$ cat config.mk
export PLATFORM = sky130hd
export DESIGN_NAME = rmii_mac_adapter
export DESIGN_NICKNAME = d
export VERILOG_FILES = /design/src/rtl/rmii_mac_adapter.sv
export SDC_FILE = /design/constraint.sdc
export NUM_CORES = 1
export LEC_CHECK = 0
export CAP_MARGIN = 10
export CORE_MARGIN = 2
export CORE_UTILIZATION = 50
export CTS_BUF_LIST = sky130_fd_sc_hd__clkbuf_16
export DETAILED_ROUTE_END_ITERATION = 16
export GPL_ROUTABILITY_DRIVEN = 1
export HOLD_SLACK_MARGIN = 0.08
export PLACE_DENSITY = 0.77
export SYNTH_ARGS = -nofsm -noshare
export SYNTH_HDL_FRONTEND = slang
export SYNTH_SLANG_ARGS = --single-unit
$ cat constraint.sdc
create_clock -name clk -period 1.9 [get_ports clk]
set_input_delay 0.57 -clock clk [delete_from_list [all_inputs] [get_ports clk]]
set_output_delay 0.57 -clock clk [all_outputs]
set_load 0.005 [all_outputs]
$ cat src/rtl/rmii_mac_adapter.sv
module rmii_mac_adapter #(
  parameter int BYTE_W = 8
) (
  input  logic              clk,
  input  logic              rst,
  input  logic              s_valid,
  input  logic [BYTE_W-1:0] s_data,
  input  logic              s_last,
  output logic              s_ready,
  output logic              tx_en,
  output logic [1:0]        txd,
  input  logic              crs_dv,
  input  logic [1:0]        rxd,
  input  logic              rx_er,
  output logic              m_valid,
  output logic [BYTE_W-1:0] m_data,
  output logic              m_last,
  output logic              m_err,
  output logic              col
);
  localparam int DIBITS = BYTE_W / 2;
  localparam int CW = (DIBITS > 1) ? $clog2(DIBITS) : 1;
  localparam logic [CW-1:0] LASTD = CW'(DIBITS - 1);

  logic [BYTE_W-3:0] tx_sh;
  logic [CW-1:0]     tx_cnt;
  logic              tx_lastb;

  wire tx_bound = tx_en && (tx_cnt == LASTD);
  assign s_ready = !tx_en || (tx_bound && !tx_lastb);
  wire tx_take = s_valid && s_ready;

  always_ff @(posedge clk) begin
    if (rst) begin
      tx_en    <= 1'b0;
      txd      <= 2'b00;
      tx_sh    <= '0;
      tx_cnt   <= '0;
      tx_lastb <= 1'b0;
    end else if (tx_take) begin
      tx_en    <= 1'b1;
      txd      <= s_data[1:0];
      tx_sh    <= s_data[BYTE_W-1:2];
      tx_cnt   <= '0;
      tx_lastb <= s_last;
    end else if (tx_bound) begin
      tx_en  <= 1'b0;
      txd    <= 2'b00;
      tx_cnt <= '0;
    end else if (tx_en) begin
      txd    <= tx_sh[1:0];
      tx_sh  <= tx_sh >> 2;
      tx_cnt <= tx_cnt + CW'(1);
    end
  end

  assign col = tx_en & crs_dv;

  logic [BYTE_W-3:0] rx_acc;
  logic [BYTE_W-1:0] rx_hold;
  logic [CW-1:0]     rx_cnt;
  logic              rx_asm, rx_have, rx_err;

  wire [BYTE_W-1:0] rx_next = {rxd, rx_acc};
  wire              rx_full = (rx_cnt == LASTD);

  always_ff @(posedge clk) begin
    if (rst) begin
      rx_acc  <= '0;
      rx_hold <= '0;
      rx_cnt  <= '0;
      rx_asm  <= 1'b0;
      rx_have <= 1'b0;
      rx_err  <= 1'b0;
      m_valid <= 1'b0;
      m_data  <= '0;
      m_last  <= 1'b0;
      m_err   <= 1'b0;
    end else begin
      m_valid <= 1'b0;
      m_last  <= 1'b0;
      m_err   <= 1'b0;
      if (!crs_dv) begin
        if (rx_asm && rx_have) begin
          m_valid <= 1'b1;
          m_data  <= rx_hold;
          m_last  <= 1'b1;
          m_err   <= rx_err;
        end
        rx_asm  <= 1'b0;
        rx_have <= 1'b0;
        rx_err  <= 1'b0;
        rx_cnt  <= '0;
      end else begin
        if (rx_er) rx_err <= 1'b1;
        if (!rx_asm) begin
          if (rxd == 2'b01) begin
            rx_asm <= 1'b1;
            rx_acc <= rx_next[BYTE_W-1:2];
            rx_cnt <= CW'(1);
          end
        end else begin
          rx_acc <= rx_next[BYTE_W-1:2];
          if (rx_full) begin
            rx_cnt  <= '0;
            rx_hold <= rx_next;
            rx_have <= 1'b1;
            if (rx_have) begin
              m_valid <= 1'b1;
              m_data  <= rx_hold;
            end
          end else begin
            rx_cnt <= rx_cnt + CW'(1);
          end
        end
      end
    end
  end
endmodule


-- Yosys cells after proc, flatten, opt, wreduce, memory -nomap -nowiden
Index checks and enable logic that the tools add are counted.
- output and inout bits: 16
- word-level logic and storage cells: 73
- flip-flop bits (word level): 42
- input port bits: 16
- multiplexer cells: 25
- reduce and logical (&&, ||, !) cells: 21
- bitwise gates (word level): 3
- equal/unequal tests: 7
- $add $sub $neg: 2
- operators with widths (operator ; count):
    two-way mux 8 bit ; 5
    two-way mux 6 bit ; 5
    two-way mux 2 bit ; 6
    two-way mux 1 bit ; 9
    inequality test 2 x 1 -> 1 bit (second input constant) ; 4
    nonzero test 2 bit ; 4
    AND reduction 2 bit ; 3
    OR reduction 3 bit ; 2
    adder 2 x 1 -> 2 bit (second input constant) ; 2
    equality test 2 bit (second input constant) ; 2
    logical AND 1 bit ; 4
    AND reduction 4 bit ; 1
    OR reduction 2 bit ; 2
    AND reduction 3 bit ; 1
    nonzero test 3 bit ; 1
    equality test 2 x 1 -> 1 bit (second input constant) ; 1
    logical NOT 1 bit ; 2
    NOT 1 bit ; 2
    AND 1 bit ; 1
    logical OR 1 bit ; 1

-- Logic depth before layout (Yosys ltp)
- depth in word-level cells: 7
- mapped depth: 6
- depth with buffers taken out: 5

-- Least setup slack after synthesis
OpenSTA, ideal clock, no wires.
- path type: input to output
- start point: in crs_dv
- end point: out col
- stages: 2
- slack: 0.423 ns
- required time: 1.330 ns
- data arrival time: 0.907 ns
- path buffers: 1
- cells stage by stage: buf_2 > and2_1
- longest elaborated chain between the ends: 1
- ends and longest elaborated chain (element ; line ; source):
    from (decl) ; 12 ; input logic crs_dv,
    AND 1 bit ; 57 ; assign col = tx_en & crs_dv;
    to (decl) ; 19 ; output logic col
Every way passes these cells.

-- Worst setup path in the final report
- start point: reg tx_cnt[0]
- end point: out s_ready
- longest elaborated chain between the ends: 4
- ends and longest elaborated chain (element ; line ; source):
    from (decl) ; 26 ; logic [CW-1:0] tx_cnt;
    from (signal assigned) ; 53 ; tx_cnt <= tx_cnt + CW'(1);
    equality test 2 bit ; 29 ; wire tx_bound = tx_en && (tx_cnt == LASTD);
    logical AND 1 bit ; 29 ;
    logical AND 1 bit ; 30 ; assign s_ready = !tx_en || (tx_bound && !tx_lastb);
    logical OR 1 bit ; 30 ;
    to (decl) ; 9 ; output logic s_ready,
Every way passes these cells.

==> impl_metrics.xml <==
<?xml version="1.0" encoding="UTF-8"?>
<metrics>
  <group name="clock_tree">
    <metric name="cts_sinks" unit="">42</metric>
    <metric name="tritoncts.num_buffers" unit="">5</metric>
    <metric name="clk_path_buf_depth" unit="">2</metric>
    <metric name="hold_buffers" unit="">0</metric>
    <metric name="clock_latency" unit="ns">0.28</metric>
    <metric name="cts_tree" unit="">done</metric>
    <metric name="register_clock_pin_slew_on_the_reported_worst_setup_and_hold_paths" unit="ns">0.06</metric>
    <metric name="clock_tree.htree_level_count" unit="">2</metric>
    <metric name="buffer_cell_driving_the_clock_tree_root" unit="">sky130_fd_sc_hd__clkbuf_16</metric>
  </group>
  <group name="synth">
    <metric name="ys_seq_elements" unit="">42</metric>
    <metric name="post_synth_fa_ha_maj_area_fraction" unit="%">1.50</metric>
    <metric name="synth_area_per_cell" unit="um^2">10.0</metric>
    <metric name="yosys.area.top_type" unit="">sky130_fd_sc_hd__dfxtp_1</metric>
    <metric name="synth_top_area_share" unit="%">50.3</metric>
    <metric name="synthTopCellsByArea" unit="">sky130_fd_sc_hd__dfxtp_1 (50%), sky130_fd_sc_hd__mux2i_1 (15%), sky130_fd_sc_hd__nor2_1 (8.1%)</metric>
    <metric name="synthesis.area" unit="um^2">1670</metric>
    <metric name="number_of_synthesis_warnings" unit="">0</metric>
    <metric name="gate_count_of_the_mapped_netlist" unit="">167</metric>
    <metric name="seq_area_frac_synth" unit="%">50.3</metric>
    <metric name="synth-edff-count" unit="">0</metric>
    <metric name="synth_xor_area_share" unit="%">0</metric>
    <metric name="synth_simple_gate_area_share" unit="%">17.1</metric>
    <metric name="synthesis.nets" unit="">185</metric>
    <metric name="synth.top_cells.by_count" unit="">sky130_fd_sc_hd__dfxtp_1 (42), sky130_fd_sc_hd__nor2_1 (36), sky130_fd_sc_hd__mux2i_1 (25)</metric>
    <metric name="dominant_combinational_cell_family_by_area_after_synthesis" unit="">simple AND/OR/NAND/NOR gates</metric>
    <metric name="postSynth.asyncResetShare" unit="%">0</metric>
    <metric name="compound_cell_area_share_of_the_yosys_netlist" unit="%">12.2</metric>
    <metric name="ys_dominant_reg_cell" unit="">sky130_fd_sc_hd__dfxtp_1</metric>
    <metric name="yosysUniqueCellTypes" unit="">28</metric>
    <metric name="mux_cell_area_share_after_synthesis" unit="%">15.0</metric>
    <metric name="synth.most_common_cell" unit="">sky130_fd_sc_hd__dfxtp_1</metric>
  </group>
  <group name="sta">
    <metric name="tightestPinTransition" unit="ns">0.445</metric>
    <metric name="final.setup_skew" unit="ns">0.00312</metric>
    <metric name="slew_viol_final" unit="">0</metric>
    <metric name="final.period_utilization" unit="%">92.2</metric>
    <metric name="rsz0062_at_grt" unit="">false</metric>
    <metric name="timing.hold.ws" unit="ns">0.479</metric>
    <metric name="slew_headroom" unit="%">70.3</metric>
    <metric name="fmaxAchievable" unit="MHz">571</metric>
    <metric name="setup_total_negative_slack" unit="ns">0</metric>
    <metric name="final-hold-violation-count" unit="">0</metric>
    <metric name="layout_min_cycle_time" unit="ns">1.75</metric>
    <metric name="setup_viol" unit="">0</metric>
  </group>
  <group name="power">
    <metric name="power_switching" unit="mW">0.397</metric>
    <metric name="power.share.clock" unit="%">41.6</metric>
    <metric name="leakage" unit="nW">0.963</metric>
    <metric name="netSwitchingFraction" unit="%">21.3</metric>
    <metric name="power_report.internal_total" unit="mW">1.47</metric>
    <metric name="ir_drop_worst_case_vdd" unit="mV">0.655</metric>
    <metric name="power.combinational.fraction" unit="%">9.2</metric>
    <metric name="power.density" unit="nW/um^2">822</metric>
    <metric name="seq_power_share" unit="%">49.2</metric>
  </group>
  <group name="place">
    <metric name="placed_cells_incl_taps" unit="">250</metric>
    <metric name="place_congestion" unit="">0.767</metric>
    <metric name="area_post_placement" unit="um^2">2110</metric>
    <metric name="place_hpwl" unit="um">2530</metric>
    <metric name="port_buffer_count" unit="">31</metric>
  </group>
  <group name="status">
    <metric name="run_status" unit="">finished, final reports clean</metric>
  </group>
  <group name="global_routing">
    <metric name="largest_net_degree_at_the_start_of_global_routing" unit="">15</metric>
    <metric name="grt_pass1_wl" unit="um">5510</metric>
    <metric name="grt_pass1_vias" unit="">1357</metric>
    <metric name="grtUsageTotal" unit="%">20.2</metric>
    <metric name="grt_antenna_before_repair" unit="">0</metric>
    <metric name="aggregate_global_routing_overflow" unit="">0</metric>
  </group>
  <group name="worst_setup_path">
    <metric name="worstRegToRegCells" unit="">6</metric>
    <metric name="regToRegEndpoint" unit="">tx_sh[3]$_SDFFE_PP0P_</metric>
    <metric name="crit_type" unit="">flip-flop to output port</metric>
    <metric name="worst-endpoint-arrival" unit="ns">1.18</metric>
    <metric name="worst-path-max-fanout" unit="">2</metric>
    <metric name="timing_endpoint_of_the_critical_path" unit="">s_ready</metric>
    <metric name="crit_start" unit="">tx_cnt[0]$_SDFFE_PP0P_</metric>
    <metric name="worstSetupStartpointType" unit="">flip-flop</metric>
    <metric name="critical_path.endpoint_type" unit="">output port</metric>
    <metric name="regToRegStartpoint" unit="">tx_cnt[0]$_SDFFE_PP0P_</metric>
    <metric name="regToRegSetupSlack" unit="ns">0.44</metric>
    <metric name="crit_required" unit="ns">1.33</metric>
  </group>
  <group name="hold_path">
    <metric name="worst_hold_path_type" unit="">flip-flop to flip-flop</metric>
    <metric name="min_delay_path_depth" unit="">2</metric>
  </group>
  <group name="floorplan">
    <metric name="pin_count" unit="">32</metric>
    <metric name="die_height" unit="um">61.8</metric>
    <metric name="coreArea" unit="um^2">3130</metric>
    <metric name="floorplan.rows" unit="">20</metric>
    <metric name="initial_core_util" unit="%">53.4</metric>
    <metric name="fp.dieArea" unit="um^2">3820</metric>
    <metric name="floorplan.die.width" unit="um">61.8</metric>
  </group>
  <group name="drt">
    <metric name="postRouteWirelength" unit="um">3400</metric>
    <metric name="drtPass1Iterations" unit="">4</metric>
    <metric name="dr_total_vias" unit="">1328</metric>
    <metric name="drc" unit="">0</metric>
    <metric name="drt-wirelength-per-cell" unit="um">13.1</metric>
    <metric name="drtAntennaViolNets" unit="">0</metric>
    <metric name="drt_iter0_markers" unit="">83</metric>
    <metric name="via_to_cell_ratio" unit="">5.11</metric>
  </group>
  <group name="final_layout">
    <metric name="antenna_cells_inserted" unit="">0</metric>
    <metric name="syn2layout_area_growth" unit="%">35.9</metric>
    <metric name="num-nets-final" unit="">233</metric>
    <metric name="finish.instance_area" unit="um^2">2270</metric>
    <metric name="final_util" unit="%">72.6</metric>
    <metric name="fraction_of_layout_instances_using_a_drive_strength_above_1" unit="%">18.1</metric>
    <metric name="final-instance-count-excl-fill" unit="">260</metric>
  </group>
  <group name="run">
    <metric name="cap_violations" unit="">0</metric>
  </group>
</metrics>
kinds of logic after synthesis:
group,count (synthesis)
multiplexers,25
buffers and inverters,11
AO/OA/AOI/OAI,24
adder cells (fa/ha/maj),2
flip-flops,42
AND/OR/NAND/NOR,63
worst max-delay path, stage by stage (launching register included):
cell and delay, ns:
sky130_fd_sc_hd__dfxtp_2 0.32, sky130_fd_sc_hd__ha_2 0.18, sky130_fd_sc_hd__nand2b_1 0.10, sky130_fd_sc_hd__nand2_1 0.05
sky130_fd_sc_hd__dlygate4sd2_1 0.26
how the worst min path moves through the flow:
| stage | start | to | slack [ns] |
|---|---|---|---|
| global route | tx_sh[5]$_SDFFE_PP0P_ | tx_sh[5]$_SDFFE_PP0P_ | 0.48 |
| global placement | rx_err$_SDFFE_PP0P_ | m_err$_SDFF_PP0_ | 0.44 |
| CTS | tx_lastb$_SDFFE_PP0P_ | tx_lastb$_SDFFE_PP0P_ | 0.47 |
| finish | tx_sh[5]$_SDFFE_PP0P_ | tx_sh[5]$_SDFFE_PP0P_ | 0.48 |
| detailed placement | tx_lastb$_SDFFE_PP0P_ | tx_lastb$_SDFFE_PP0P_ | 0.46 |
| floorplan | rx_err$_SDFFE_PP0P_ | rx_err$_SDFFE_PP0P_ | 0.43 |
timing repair:
action                                  CTS  global route
endpoints found under the setup margin    2             0
endpoints found under the hold margin     0             0
resized for setup                         8             0
buffers inserted                          2             0
metrics by stage:
stage | setup WS, ns | power, mW
floorplan | 0.423 | 1.03
global placement | -0.357 | 1.10
detailed placement | -0.370 | 1.11
CTS | 0.144 | 1.90
global route | 0.0843 | 1.96
finish | 0.147 | 1.87
layout by cell type, fill, tap and decap left out, types with 2 or more instances in the layout:
master,instances
sky130_fd_sc_hd__and2_1,2
sky130_fd_sc_hd__nand2b_1,4
sky130_fd_sc_hd__mux2i_1,25
sky130_fd_sc_hd__a222oi_1,2
sky130_fd_sc_hd__inv_1,2
sky130_fd_sc_hd__a21oi_1,9
sky130_fd_sc_hd__clkdlybuf4s50_1,28
sky130_fd_sc_hd__dlygate4sd2_1,2
sky130_fd_sc_hd__a211oi_2,4
sky130_fd_sc_hd__clkbuf_16,5
sky130_fd_sc_hd__inv_2,2
sky130_fd_sc_hd__nor2b_1,2
sky130_fd_sc_hd__nand2_1,7
sky130_fd_sc_hd__dfxtp_2,2
sky130_fd_sc_hd__o21ai_4,2
sky130_fd_sc_hd__buf_4,17
sky130_fd_sc_hd__nor2_1,36
sky130_fd_sc_hd__a31oi_1,2
sky130_fd_sc_hd__nor3_1,6
sky130_fd_sc_hd__dfxtp_1,40
sky130_fd_sc_hd__nand3_1,3
metal layers:
metal / GRT usage (%) / vias up / wire length, um
met2: 38.6 / 36 / 1830
met5: 0 / - / 0
met1: 18.9 / 618 / 1340
met3: 7.25 / 7 / 170
li1: - / 667 / -
met4: 9.12 / 0 / 61
cell type report:
| cell class | count | area, um^2 |
|---|---|---|
| Multi-Input combinational cell | 114 | 767 |
| Timing Repair Buffer | 49 | 457 |
| Sequential cell | 42 | 843 |
| Clock inverter | 3 | 12.5 |
| Clock buffer | 5 | 125 |
| Inverter | 3 | 11.3 |
| Tap cell | 44 | 55.1 |
| Fill cell | 243 | 857 |
state kept, by name, indices dropped and copies added (netlist names), 2 cells and up:
register and cells:
tx_sh 6, txd 2, rx_cnt 2, rx_hold 8, rx_acc 6, m_data 8
tx_cnt 2
power by group through the flow:
stage	clock network, mW	logic [mW]	registers (mW)
finish	0.777	0.172	0.919
global route	0.852	0.188	0.920
CTS	0.805	0.173	0.918
detailed placement	0	0.171	0.937
global placement	0	0.165	0.936
floorplan	0	0.0969	0.932
Note: power is estimated with default switching activity, not from simulation.
